[config.mk]
export PLATFORM = sky130hd
export DESIGN_NAME = ovtemp_guard
export DESIGN_NICKNAME = d
export VERILOG_FILES = /design/src/rtl/otp_pkg.sv /design/src/rtl/otp_hold.sv /design/src/rtl/otp_select.sv /design/src/rtl/otp_flag.sv /design/src/rtl/ovtemp_guard.sv
export SDC_FILE = /design/constraint.sdc
export NUM_CORES = 1
export LEC_CHECK = 0
export ABC_AREA = 0
export BUFFER_PORTS_ARGS = -buffer_cell sky130_fd_sc_hd__buf_2
export CAP_MARGIN = 20
export CORE_MARGIN = 8
export CORE_UTILIZATION = 55
export CTS_BUF_LIST = sky130_fd_sc_hd__clkbuf_4 sky130_fd_sc_hd__clkbuf_8 sky130_fd_sc_hd__clkbuf_16
export CTS_CLUSTER_SIZE = 40
export DETAILED_ROUTE_END_ITERATION = 12
export HOLD_SLACK_MARGIN = 0.06
export PLACE_DENSITY = 0.76
export SETUP_SLACK_MARGIN = 0.4
export SYNTH_ARGS = -nofsm -noshare
export SYNTH_HDL_FRONTEND = slang
export SYNTH_SLANG_ARGS = --single-unit
[constraint.sdc]
create_clock -name clk -period 24.4 [get_ports clk]
set_clock_uncertainty 0.2 [all_clocks]
set_input_delay 1.22 -clock clk [delete_from_list [all_inputs] [get_ports clk]]
set_output_delay 1.22 -clock clk [all_outputs]
set_load 0.01 [all_outputs]
[src/rtl/otp_pkg.sv]
package otp_pkg;

    localparam int NPTS    = 4;
    localparam int IDX_W   = $clog2(NPTS);
    localparam int CODE_W  = 4;
    localparam int OFS_W   = 14;

    localparam logic [CODE_W-1:0] CODE_HOTTEST = 4'd1;
    localparam logic [1:0]        CODE_ONE_TAG = 2'b10;

    typedef enum logic [1:0] {
        SRC_OFF = 2'd0,
        SRC_ONE = 2'd1,
        SRC_HOT = 2'd2
    } src_mode_e;

    typedef struct packed {
        src_mode_e         mode;
        logic [IDX_W-1:0]  idx;
    } src_sel_t;

    // Code 1 picks the hottest point; (index << 2) + 2 picks one point.
    function automatic src_sel_t decode_src(input logic [CODE_W-1:0] code);
        src_sel_t s;
        s.mode = SRC_OFF;
        s.idx  = '0;
        if (code == CODE_HOTTEST) begin
            s.mode = SRC_HOT;
        end else if (code[1:0] == CODE_ONE_TAG) begin
            s.mode = SRC_ONE;
            s.idx  = code[3:2];
        end
        return s;
    endfunction

endpackage

[src/rtl/otp_hold.sv]
module otp_hold
    import otp_pkg::*;
#(
    parameter int RAW_W = 16
) (
    input  logic             clk,
    input  logic             rst,
    input  logic             vld,
    input  logic [RAW_W-1:0] raw,
    input  logic [OFS_W-1:0] ofs,
    output logic             cur_ok,
    output logic [RAW_W-1:0] cur_adj
);
    localparam logic [RAW_W-1:0] RAW_MAX = {RAW_W{1'b1}};

    logic [RAW_W-1:0] held_q;
    logic [RAW_W-1:0] merged;
    logic [RAW_W:0]   sum;

    always_ff @(posedge clk) begin
        if (rst) begin
            held_q <= '0;
        end else if (vld) begin
            held_q <= raw;
        end
    end

    always_comb begin
        merged  = vld ? raw : held_q;
        sum     = {1'b0, merged} + {{(RAW_W + 1 - OFS_W){1'b0}}, ofs};
        cur_adj = sum[RAW_W] ? RAW_MAX : sum[RAW_W-1:0];
        cur_ok  = (merged != '0);
    end

endmodule

[src/rtl/otp_select.sv]
module otp_select
    import otp_pkg::*;
#(
    parameter int RAW_W = 16
) (
    input  src_sel_t                     sel,
    input  logic [NPTS-1:0]              vld,
    input  logic [NPTS-1:0]              ok,
    input  logic [NPTS-1:0][RAW_W-1:0]   adj,
    output logic                         cand_vld,
    output logic [RAW_W-1:0]             cand
);
    logic             any_ok;
    logic [RAW_W-1:0] min_val;

    always_comb begin
        any_ok  = 1'b0;
        min_val = {RAW_W{1'b1}};
        for (int i = 0; i < NPTS; i++) begin
            if (ok[i] && (!any_ok || adj[i] < min_val)) begin
                min_val = adj[i];
                any_ok  = 1'b1;
            end
        end
    end

    always_comb begin
        cand_vld = 1'b0;
        cand     = adj[sel.idx];
        unique case (sel.mode)
            SRC_ONE: cand_vld = vld[sel.idx] && ok[sel.idx];
            SRC_HOT: begin
                cand_vld = (|vld) && any_ok;
                cand     = min_val;
            end
            default: cand_vld = 1'b0;
        endcase
    end

endmodule

[src/rtl/otp_flag.sv]
module otp_flag (
    input  logic clk,
    input  logic rst,
    input  logic hit,
    input  logic clr,
    input  logic ie,
    output logic sts,
    output logic irq
);
    logic sts_q;

    always_ff @(posedge clk) begin
        if (rst) begin
            sts_q <= 1'b0;
        end else begin
            sts_q <= hit | (sts_q & ~clr);
        end
    end

    assign sts = sts_q;
    assign irq = sts_q & ie;

endmodule

[src/rtl/ovtemp_guard.sv]
module ovtemp_guard
    import otp_pkg::*;
#(
    parameter int RAW_W = 16
) (
    input  logic                        clk,
    input  logic                        rst,
    input  logic [3:0][RAW_W-1:0]       smp_raw,
    input  logic [3:0]                  smp_vld,
    input  logic [RAW_W-1:0]            trip_thr,
    input  logic [3:0]                  src_code,
    input  logic [13:0]                 cold_offset,
    input  logic                        prot_ie,
    input  logic                        sts_clr,
    output logic                        prot_irq,
    output logic                        prot_sts
);
    src_sel_t                    sel;
    logic [NPTS-1:0]             pt_ok;
    logic [NPTS-1:0][RAW_W-1:0]  pt_adj;
    logic                        cand_vld;
    logic [RAW_W-1:0]            cand;
    logic                        hit;

    assign sel = decode_src(src_code);

    for (genvar g = 0; g < NPTS; g++) begin : g_pt
        otp_hold #(.RAW_W(RAW_W)) u_hold (
            .clk     (clk),
            .rst     (rst),
            .vld     (smp_vld[g]),
            .raw     (smp_raw[g]),
            .ofs     (cold_offset),
            .cur_ok  (pt_ok[g]),
            .cur_adj (pt_adj[g])
        );
    end

    otp_select #(.RAW_W(RAW_W)) u_sel (
        .sel      (sel),
        .vld      (smp_vld),
        .ok       (pt_ok),
        .adj      (pt_adj),
        .cand_vld (cand_vld),
        .cand     (cand)
    );

    assign hit = cand_vld && (cand <= trip_thr);

    otp_flag u_flag (
        .clk (clk),
        .rst (rst),
        .hit (hit),
        .clr (sts_clr),
        .ie  (prot_ie),
        .sts (prot_sts),
        .irq (prot_irq)
    );

endmodule

==> PnR_summary.wiki <==
{| class="wikitable"
! Metric !! Value
|-
| Relative max-transition margin || 32.91%
|-
| Total congestion overflow after global routing || 0
|-
| Result of the run || completed
|-
| Final std cell area, no fill || 0.009888 mm2
|-
| Fin. max-slew vios || 0
|-
| Number of buffers on the longest clock path || 2
|-
| Number of buffers and inverters on the critical path || 3
|-
| Setup TNS Final || 0 ps
|-
| YS warnings || 0
|-
| Data required time at the worst endpoint || 24,460 ps
|-
| Final Net Count || 1,460
|-
| Die Footprint || 0.02047 mm2
|-
| Remaining number of nets flagged by the antenna check after routing || 0
|-
| Post-Syn Instances || 1,152
|-
| Final Setup Violations || 0
|-
| Power share of the sequential group || 15.3%
|-
| Most used DFF post-synth || dfxtp_1
|-
| Antenna Diode Count || 0
|-
| Cell Rows || 46
|-
| Dominant delay contributor by cell family on the critical path || compound AO/OA/AOI/OAI gates
|-
| Final critical-path required period || 13,060 ps
|-
| Sequential cell area || 0.001301 mm2
|-
| Internal portion of total power || 0.4020 mW
|-
| Fraction of layout instances using a drive strength above 1 || 16.16%
|-
| First-pass GRT wire length || 48,270 um
|-
| Area overhead of the layout relative to synthesis || 11.33%
|-
| Count of cell types in the netlist || 83
|-
| Critical-path cell with the highest stage delay || a41o_1
|-
| Die height || 143.1 um
|-
| Startpoint type of the worst setup path || primary input
|-
| Fill count || 1,451
|-
| Average detailed-routed wire length per instance || 21.69 um
|-
| Number of synthesized register bits || 65
|-
| Period Utilization, post-route || 53.52%
|-
| Vias in the first global route || 8,707
|-
| Drt pass-1 iters || 6
|-
| Place WS || 11,240 ps
|-
| Area of the core region || 0.01583 mm2
|-
| Worst setup path category || in -> reg
|-
| Clock Latency Late Sink || 350 ps
|-
| Maximum fanout encountered on the critical timing path || 31
|-
| TritonCTS buffer count || 9
|-
| CTS H-tree lvls || 3
|-
| Combinational cell fraction of total power || 65.0%
|-
| Total power per unit cell area || 76.06 mW/mm2
|-
| Type of the worst min-delay path || reg -> reg
|-
| DRC marker count from the first detailed-route iteration || 956
|-
| Crit. End Element || flip-flop
|-
| Number of I/O pins || 108
|-
| Syn nets || 1,379
|-
| Vias per cell || 6.427
|-
| Number of enable flip-flop cells after synthesis || 0
|-
| Maximum clock frequency || 76.58 MHz
|-
| Number of remaining DRC errors || 0
|-
| Endpoint arrival time on the critical path || 13,120 ps
|-
| Maximum number of pins on one net before global-route repair || 66
|-
| Power share of the clock group || 19.7%
|-
| Wire length after detailed routing || 31,540 um
|-
| Switching power share of the total || 46.55%
|-
| CTS tree || yes
|-
| CTS Root Cell || clkbuf_16
|-
| Leading cell types in the layout, fill and taps excluded || ha_1, nor2_1, buf_2, inv_1, a21oi_1
|-
| Setup repair after global routing missed its margin || no
|-
| Async set or reset register ratio after synthesis || 0%
|-
| Die outline width || 143.1 um
|-
| Post-cts sizing count || 0
|-
| Number of placed instances, taps included || 1,437
|-
| Port bufs || 107
|-
| Overall routing resource usage || 30.71%
|-
| Placed Instance Area || 0.009535 mm2
|-
| # hold bufs at CTS || 0
|-
| Detailed-placement wirelength estimate || 25,590 um
|-
| TritonCTS sink count || 65
|-
| Max-cap violations || 0
|-
| Longest individual stage delay on the worst path || 810 ps
|-
| Static power due to leakage || 4.709 nW
|-
| Commonest non-fill, non-tap cell in the layout || ha_1
|-
| Post-CTS clock slew at the launch and capture registers of the worst setup and hold paths || 60 ps
|-
| Weighted congestion at the end of routability-driven global placement || 1.058
|-
| Reported net switching power || 0.3501 mW
|-
| PnR worst setup slack || 11,340 ps
|-
| Critical Path Most Common Cell || a21o_1
|-
| VDD IR-drop max || 0.04442 mV
|-
| Worst Max-Slew Pin Slew || 1004 ps
|-
| Average cell area after synthesis || 7.710 um2
|-
| Total vias in the final route || 9,345
|-
| Effective utilization at floorplan || 56.12%
|-
| Seq/Total Area, Yosys || 14.65%
|-
| Post-CTS Setup Repair Bufs || 0
|-
| Non-Filler Instances || 1,454
|-
| Initial antenna violation count || 0
|-
| Hold Fails Final Rpt || 0
|-
| Post-synth design cell area || 0.008882 mm2
|-
| Area of the multi-input gates || 0.007121 mm2
|-
| Sum of internal, switching and leakage power || 0.7521 mW
|}
-- final timing paths --
check / startpoint / to / slack (ps) / cells after the start
setup reg to reg: g_pt[1].u_hold.held_q[0]$_SDFF_PP0_ / u_flag.sts$_SDFF_PP0_ / 12450 / 46
hold reg to reg: g_pt[2].u_hold.held_q[8]$_SDFF_PP0_ / g_pt[2].u_hold.held_q[8]$_SDFF_PP0_ / 290 / 2
setup / recovery: smp_vld[1] / u_flag.sts$_SDFF_PP0_ / 11340 / 47
hold / removal: g_pt[2].u_hold.held_q[8]$_SDFF_PP0_ / g_pt[2].u_hold.held_q[8]$_SDFF_PP0_ / 290 / 2
-- cell type report --
cell class	count	share of cell area (%)
multi-input combinational	970	72.01
sequential	65	13.16
timing repair buffer	111	5.846
inverter	76	2.885
tap	216	2.733
clock buffer	11	2.493
clock inverter	5	0.8731
-- cell families (layout without fill, tap and decap cells) --
logic type	after synthesis	in the layout	share of synthesized area, %
buf+inv	117	203	5.254
flops	65	65	14.65
xor+xnor	34	34	3.353
fa+ha+maj	121	121	17.38
mux	85	85	10.20
compound gates	366	366	28.85
simple gates	364	364	20.31
-- per-layer routing --
metal | GRT usage (%) | up-vias | wire (um)
met4 | 19.69 | 0 | 2054
met2 | 47.68 | 462 | 13510
met1 | 38.36 | 4320 | 13220
met5 | 0 | - | 0
met3 | 5.576 | 104 | 2763
li1 | - | 4459 | -
-- worst register-to-register path: cells and delay by family (launching register included) --
| kind | cells | cell delay (ps) |
|---|---|---|
| compound gates | 31 | 7300 |
| fa+ha+maj | 6 | 1900 |
| simple gates | 6 | 1420 |
| buf+inv | 2 | 450 |
| flops | 1 | 330 |
| mux | 1 | 270 |
-- cell usage after synthesis (5+ instances only) --
| library cell | count | area [um2] |
|---|---|---|
| dfxtp_1 | 65 | 1301 |
| nor2_1 | 110 | 412.9 |
| o31ai_1 | 13 | 97.59 |
| buf_1 | 5 | 18.77 |
| buf_2 | 10 | 50.05 |
| a221oi_1 | 6 | 52.55 |
| mux2_2 | 40 | 450.4 |
| or3_1 | 10 | 62.56 |
| o21bai_1 | 8 | 60.06 |
| nor3_1 | 36 | 180.2 |
| o211a_1 | 7 | 70.07 |
| o21ai_0 | 61 | 305.3 |
| a21o_1 | 27 | 202.7 |
| o21a_1 | 39 | 292.8 |
| a211oi_1 | 24 | 180.2 |
| or2_2 | 15 | 93.84 |
| o21ai_1 | 5 | 25.02 |
| o221ai_1 | 7 | 61.31 |
| o211ai_1 | 10 | 75.07 |
| nor4_1 | 12 | 75.07 |
| nand4_1 | 24 | 150.1 |
| xnor2_1 | 20 | 175.2 |
| mux2i_1 | 44 | 440.4 |
| inv_1 | 76 | 285.3 |
| clkbuf_1 | 22 | 82.58 |
| xor2_1 | 14 | 122.6 |
| a31oi_1 | 12 | 75.07 |
| a21oi_1 | 73 | 365.4 |
| nand3_1 | 14 | 70.07 |
| nand2_1 | 67 | 251.5 |
| and2_1 | 10 | 62.56 |
| ha_1 | 117 | 1464 |
| nand2b_1 | 6 | 37.54 |
| nor2b_1 | 42 | 262.8 |
| o22ai_1 | 11 | 68.82 |
| a211o_1 | 13 | 113.9 |
-- power by group through the flow --
stage	registers (mW)	clock network (mW)	logic (mW)
CTS	0.115	0.150	0.477
global placement	0.117	0	0.475
finish	0.115	0.148	0.489
global route	0.116	0.154	0.530
floorplan	0.117	0	0.355
detailed placement	0.117	0	0.474
-- metrics by stage --
stage          utilization (%)  hold slack (ps)
6_report                 62.47            290.8
5_1_grt                  62.47            339.8
4_1_cts                  62.35            293.5
3_5_place_dp             60.25            277.0
3_3_place_gp             60.25            271.4
2_1_floorplan                -            255.8
-- state kept, by name, summed over array words and instances (netlist names) --
| name | count |
|---|---|
| g_pt.u_hold.held_q | 64 |
| u_flag.sts | 1 |
Note: power is estimated with default switching activity, not from simulation.
